## config.mk

```make
export PLATFORM = sky130hd
export DESIGN_NAME = pmic_regfile
export DESIGN_NICKNAME = d
export VERILOG_FILES = /design/src/rtl/pmic_pkg.sv /design/src/rtl/pm_index_decode.sv /design/src/rtl/pm_adc_table.sv /design/src/rtl/pm_read_mux.sv /design/src/rtl/pmic_regfile.sv
export SDC_FILE = /design/constraint.sdc
export NUM_CORES = 1
export LEC_CHECK = 0
export BUFFER_PORTS_ARGS = -buffer_cell sky130_fd_sc_hd__buf_4
export CORE_UTILIZATION = 40
export DETAILED_ROUTE_END_ITERATION = 8
export GPL_ROUTABILITY_DRIVEN = 0
export PLACE_DENSITY_LB_ADDON = 0.2
export SYNTH_ARGS = -nofsm -noshare
export SYNTH_HDL_FRONTEND = slang
export SYNTH_HIERARCHICAL = 1
export SYNTH_SLANG_ARGS = --single-unit
```

## constraint.sdc

```tcl
create_clock -name clk -period 2.7 [get_ports clk]
set_input_delay 0.54 -clock clk [delete_from_list [all_inputs] [get_ports clk]]
set_output_delay 0.54 -clock clk [all_outputs]
set_load 0.01 [all_outputs]
```

## src/rtl/pmic_pkg.sv

```systemverilog
package pmic_pkg;
    localparam int DATA_W = 16;
    localparam int IDX_W  = 5;
    localparam int CH_W   = 4;
    localparam int RES_W  = 10;

    localparam logic [IDX_W-1:0] IX_ID     = 5'h00;
    localparam logic [IDX_W-1:0] IX_ISTAT  = 5'h01;
    localparam logic [IDX_W-1:0] IX_IMASK  = 5'h02;
    localparam logic [IDX_W-1:0] IX_CAL    = 5'h06;
    localparam logic [IDX_W-1:0] IX_ADC    = 5'h08;
    localparam logic [IDX_W-1:0] IX_SAMPLE = 5'h09;
    localparam logic [IDX_W-1:0] IX_CTRL1  = 5'h0D;
    localparam logic [IDX_W-1:0] IX_CTRL2  = 5'h0E;
    localparam logic [IDX_W-1:0] IX_KEYST  = 5'h16;
    localparam logic [IDX_W-1:0] IX_WDOG   = 5'h17;

    typedef struct packed {
        logic [DATA_W-1:0] irq_stat;
        logic [DATA_W-1:0] irq_mask;
        logic [DATA_W-1:0] cal;
        logic [DATA_W-1:0] ctrl1;
        logic [DATA_W-1:0] ctrl2;
        logic [DATA_W-1:0] sample;
        logic [DATA_W-1:0] key_stat;
        logic [CH_W-1:0]   adc_ch;
        logic [DATA_W-1:0] rdata;
        logic              err;
        logic              shutdown;
    } pm_state_t;
endpackage

```

## src/rtl/pm_index_decode.sv

```systemverilog
module pm_index_decode #(
    parameter int IDX_W = 5
) (
    input  logic [IDX_W-1:0] index,
    output logic             undecoded
);
    localparam int NUM_IDX = 1 << IDX_W;

    logic [NUM_IDX-1:0] bad_vec;

    for (genvar i = 0; i < NUM_IDX; i++) begin : g_idx
        // Slot 7 and the band 0x12..0x15 have no register behind them.
        assign bad_vec[i] = (i == 7) || (i >= 18 && i <= 21);
    end

    assign undecoded = bad_vec[index];
endmodule

```

## src/rtl/pm_adc_table.sv

```systemverilog
module pm_adc_table #(
    parameter int CH_W  = 4,
    parameter int RES_W = 10
) (
    input  logic [CH_W-1:0]  channel,
    output logic [RES_W-1:0] result
);
    function automatic logic [RES_W-1:0] preset(input int ch);
        case (ch)
            1:       preset = RES_W'(10'h3C2);
            2:       preset = RES_W'(10'h0FC);
            3:       preset = RES_W'(10'h165);
            4:       preset = RES_W'(10'h07B);
            5:       preset = RES_W'(10'h3FF);
            6, 7:    preset = RES_W'(10'h011);
            8:       preset = RES_W'(10'h250);
            10:      preset = RES_W'(10'h002);
            11:      preset = RES_W'(10'h011);
            12:      preset = RES_W'(10'h3D0);
            13:      preset = RES_W'(10'h330);
            default: preset = '0;
        endcase
    endfunction

    localparam int NUM_CH = 1 << CH_W;

    logic [RES_W-1:0] table_q [NUM_CH];

    for (genvar c = 0; c < NUM_CH; c++) begin : g_ch
        assign table_q[c] = preset(c);
    end

    assign result = table_q[channel];
endmodule

```

## src/rtl/pm_read_mux.sv

```systemverilog
module pm_read_mux
    import pmic_pkg::*;
#(
    parameter logic [DATA_W-1:0] ID_VALUE    = 16'h0215,
    parameter int                VARIANT_BIT = 7
) (
    input  logic [IDX_W-1:0]  index,
    input  logic              variant_sel,
    input  pm_state_t         st,
    input  logic [RES_W-1:0]  adc_result,
    output logic [DATA_W-1:0] rd_value
);
    localparam int PAD_W = DATA_W - CH_W - RES_W;

    always_comb begin
        rd_value = '0;
        case (index)
            IX_ID: begin
                rd_value = ID_VALUE;
                rd_value[VARIANT_BIT] = rd_value[VARIANT_BIT] | variant_sel;
            end
            IX_ISTAT:  rd_value = st.irq_stat;
            IX_IMASK:  rd_value = st.irq_mask;
            IX_CAL:    rd_value = st.cal;
            IX_ADC:    rd_value = {{PAD_W{1'b0}}, st.adc_ch, adc_result};
            IX_SAMPLE: rd_value = st.sample;
            IX_CTRL1:  rd_value = st.ctrl1;
            IX_CTRL2:  rd_value = st.ctrl2;
            IX_KEYST:  rd_value = st.key_stat;
            default:   rd_value = '0;
        endcase
    end
endmodule

```

## src/rtl/pmic_regfile.sv

```systemverilog
module pmic_regfile
    import pmic_pkg::*;
#(
    parameter logic [DATA_W-1:0] SAMPLE_RST  = 16'hA5C3,
    parameter logic [DATA_W-1:0] KEYST_RST   = 16'h0020,
    parameter logic [DATA_W-1:0] CAL_RST     = 16'h0001,
    parameter int                KEY_BIT     = 5,
    parameter int                IRQ_KEY     = 0,
    parameter int                IRQ_ADC     = 8,
    parameter int                WDOG_EN_BIT = 1
) (
    input  logic              clk,
    input  logic              rst_n,
    input  logic              acc_valid,
    input  logic              acc_write,
    input  logic [IDX_W-1:0]  acc_index,
    input  logic [DATA_W-1:0] acc_wdata,
    output logic [DATA_W-1:0] acc_rdata,
    input  logic              variant_sel,
    input  logic              key_evt,
    input  logic              key_down,
    output logic              irq_out,
    output logic              shutdown_req,
    output logic              bad_index
);
    localparam int CH_LSB = RES_W;

    pm_state_t state_d, state_q;

    logic              undecoded;
    logic [CH_W-1:0]   sel_ch;
    logic [RES_W-1:0]  adc_result;
    logic [DATA_W-1:0] rd_value;
    logic [DATA_W-1:0] irq_stat_q;

    pm_index_decode #(.IDX_W(IDX_W)) u_dec (
        .index     (acc_index),
        .undecoded (undecoded)
    );

    assign sel_ch = state_q.adc_ch;

    pm_adc_table #(.CH_W(CH_W), .RES_W(RES_W)) u_adc (
        .channel (sel_ch),
        .result  (adc_result)
    );

    pm_read_mux u_rmux (
        .index       (acc_index),
        .variant_sel (variant_sel),
        .st          (state_q),
        .adc_result  (adc_result),
        .rd_value    (rd_value)
    );

    always_comb begin
        state_d = state_q;
        state_d.err = 1'b0;
        if (acc_valid) begin
            if (undecoded) begin
                state_d.err = 1'b1;
            end else if (acc_write) begin
                case (acc_index)
                    IX_ISTAT:  state_d.irq_stat = state_q.irq_stat ^ acc_wdata;
                    IX_IMASK:  state_d.irq_mask = acc_wdata;
                    IX_CAL:    state_d.cal = acc_wdata;
                    IX_ADC: begin
                        state_d.adc_ch = acc_wdata[CH_LSB +: CH_W];
                        state_d.irq_stat[IRQ_ADC] = 1'b1;
                    end
                    IX_SAMPLE: state_d.sample = state_q.sample & ~acc_wdata;
                    IX_CTRL1:  state_d.ctrl1 = acc_wdata;
                    IX_CTRL2:  state_d.ctrl2 = acc_wdata;
                    IX_WDOG: begin
                        if (acc_wdata == '0 && state_q.ctrl1[WDOG_EN_BIT])
                            state_d.shutdown = 1'b1;
                    end
                    default: ;
                endcase
            end
            if (!acc_write)
                state_d.rdata = undecoded ? '0 : rd_value;
        end
        if (key_evt) begin
            state_d.irq_stat[IRQ_KEY] = 1'b1;
            state_d.key_stat[KEY_BIT] = ~key_down;
        end
    end

    always_ff @(posedge clk) begin
        if (!rst_n) begin
            state_q          <= '0;
            state_q.irq_mask <= '1;
            state_q.cal      <= CAL_RST;
            state_q.sample   <= SAMPLE_RST;
            state_q.key_stat <= KEYST_RST;
        end else begin
            state_q <= state_d;
        end
    end

    assign irq_stat_q   = state_q.irq_stat;
    assign acc_rdata    = state_q.rdata;
    assign irq_out      = |(state_q.irq_stat & ~state_q.irq_mask);
    assign shutdown_req = state_q.shutdown;
    assign bad_index    = state_q.err;
endmodule


```

==> flow_summary_export.csv <==
group,metric,value,unit
synthesis,synth_area_per_cell,9.02,sq um
floorplan,dieHeight,132,microns
floorplan,num_rows,47,
timing,max_slew_margin,26.1,%
setup_path,critPathLaunchType,"register",
synthesis,synth_top_area_share,35.5,%
worst_hold_path,hold_depth,2,
detailed_routing,drtPass1Iterations,8,
floorplan,core-area,16500,sq um
clocking,cts_tree,"yes",
clocking,h-tree-depth,4,
cells_and_area,drive_above_1_share,20.4,%
job,maxCapViolations,0,
detailed_routing,postRouteAntennaNets,0,
cells_and_area,utilization,48.0,%
worst_hold_path,hold_class,"primary input to register",
synthesis,ys_async_sr_fraction,0,%
cells_and_area,final_area,7900,sq um
floorplan,die-area,17300,sq um
clocking,clk_latency,430,ps
cells_and_area,num-nets-final,803,
cells_and_area,ff_latch_area,2380,sq um
synthesis,postSynthCellCount,745,
placed_design,place_hpwl,15.1,mm
synthesis,synthFlopType,"dfxtp_1",
setup_path,path_max_fanout,4,
global_routing,grt_first_pass_wirelength,32.8,mm
timing,finClkSkew,13.2,ps
floorplan,initial_core_util,40.8,%
global_routing,antenna_found_initial,0,
cells_and_area,stdcell_count,1001,
cells_and_area,diodes,0,
cells_and_area,area_growth,17.6,%
synthesis,synth_edf_count,0,
synthesis,ys_seq_elements,119,
power_and_ir_drop,ir_drop,0.449,mV
synthesis,synth_commonest_cells,"dfxtp_1, o21ai_0, nand2_1, nand3_1, nor2b_1",
detailed_routing,initialDrtViolationCount,696,
timing,report.final.hold_viol_count,0,
detailed_routing,wire_per_inst,21.0,microns
timing,setup-violations-final,0,
setup_path,crit_type,"register to primary output",
detailed_routing,vias,5954,
clocking,root_buffer,"clkbuf_16",
clocking,clkTransAtPathRegs,50,ps
clocking,clock-sinks,119,
detailed_routing,drc,0,
timing,slew_viol_final,0,
detailed_routing,drt-total-wl,21.0,mm
clocking,postCtsHoldBufs,0,
global_routing,globalRoute.totalOverflow,0,
cells_and_area,num-fill-cells,1580,
global_routing,grt_max_degree,54,
power_and_ir_drop,leakage,2.86,nW
placed_design,place_area,7220,sq um
floorplan,die_w,132,microns
power_and_ir_drop,power,4.77,mW
detailed_routing,via_per_inst,5.95,
timing,setup_tns,0,ps
synthesis,ys_types,63,
timing,fmax,392,MHz
clocking,cts_buffers,17,
synthesis,synth.largest_area_cell,"dfxtp_1",
setup_path,required,2160,ps
power_and_ir_drop,power_density,604,nW/um^2
setup_path,rr_worst_depth,8,
timing,tightest_slew,1100,ps
cells_and_area,multi_input_area,3860,sq um
synthesis,synthTopCellsByArea,"dfxtp_1, mux2i_1, o21ai_0",
placed_design,port_buffers,46,
timing,fin_crit,2550,ps
synthesis,yosys_warnings,6,
placed_design,dp_cells,969,
synthesis,synth-seq-area-share,35.5,%
timing,rsz0062_at_grt,"no",
synthesis,yosysMostFrequentCell,"dfxtp_1",
status,outcome,"completed",
floorplan,pin_count,47,
clocking,clk_path_buf_depth,2,
global_routing,grt_pass1_vias,5636,
global_routing,grtUsageTotal,24.8,%
setup_path,arrival,2010,ps
setup_path,end_kind,"primary output",
timing,fin_crit_sh,94.4,%
synthesis,netlist_area,6720,sq um
-- report_power, final --
group | total (mW) | internal [mW] | switching [mW]
clock network | 2.60 | 1.77 | 0.831
registers | 1.78 | 1.77 | 0.00930
logic | 0.393 | 0.132 | 0.260
total | 4.77 | 3.67 | 1.10
-- metrics by stage --
step                      hold slack (ps)  worst slack (ps)
after floorplan                       410               435
final                                 344               150
after global routing                  334              84.5
after detailed placement              420               150
after CTS                             323              21.4
after global placement                416               167
-- state kept, by name (all words and copies together), names as in the netlist --
register and flops:
state_q 81, bad_index 1, irq_stat_q 16, shutdown_req 1, acc_rdata 16, sel_ch 4
-- critical path, stage by stage, from the launching register on --
cell and delay (ps):
dfxtp_1 350, nor2b_1 150, a2111oi_1 560, nand4_1 290
buf_4 230
-- repair_timing --
item                                   CTS  global route
setup endpoints to repair                1             1
gates resized for setup                  1             1
endpoints found under the hold margin    0             0
setup buffers                            0             0
pin swaps                                0             0
-- per-layer routing --
metal	GRT usage, %	vias to the layer above	part of all wire, %
li1	-	2782	-
met1	33.7	2883	44
met2	38.1	247	45
met3	5.86	42	7.6
met4	9.24	0	2.8
met5	0	-	0
-- final timing paths --
kind / start / endpoint / slack (ps)
min: acc_wdata[9] / state_q[47] / 340
max: irq_stat_q[3] / irq_out / 150
min reg2reg: state_q[43] / state_q[43] / 430
max reg2reg: sel_ch[0] / acc_rdata[4] / 650
-- kinds of logic after synthesis --
| kind of cell | Yosys count | share of synthesized area, % |
|---|---|---|
| compound gates | 235 | 28.0 |
| simple gates | 223 | 19.3 |
| flops | 119 | 35.5 |
| buf+inv | 110 | 8.25 |
| mux | 50 | 7.66 |
| fa+ha+maj | 7 | 1.30 |
| other cells | 1 | 0.0558 |
-- layout by cell type, fill, tap and decap left out, types with 15 or more instances in the layout --
master       n
inv_1       25
nor2b_1     44
a21boi_0    25
buf_4       71
a22oi_1     39
nand2_1     57
nand2b_1    23
nand3_1     44
clkbuf_16   17
conb_1      15
o21ai_0     59
mux2i_1     39
dfxtp_1    119
-- area by class of cell --
type / count / share of cell area [%]
timing repair buffer: 75 / 7.76
tap: 220 / 3.48
sequential: 119 / 30.2
inverter: 25 / 1.19
clock buffer: 19 / 5.73
multi-input combinational: 530 / 48.8
clock inverter: 13 / 2.85
Power figures use the tool's default switching activity.
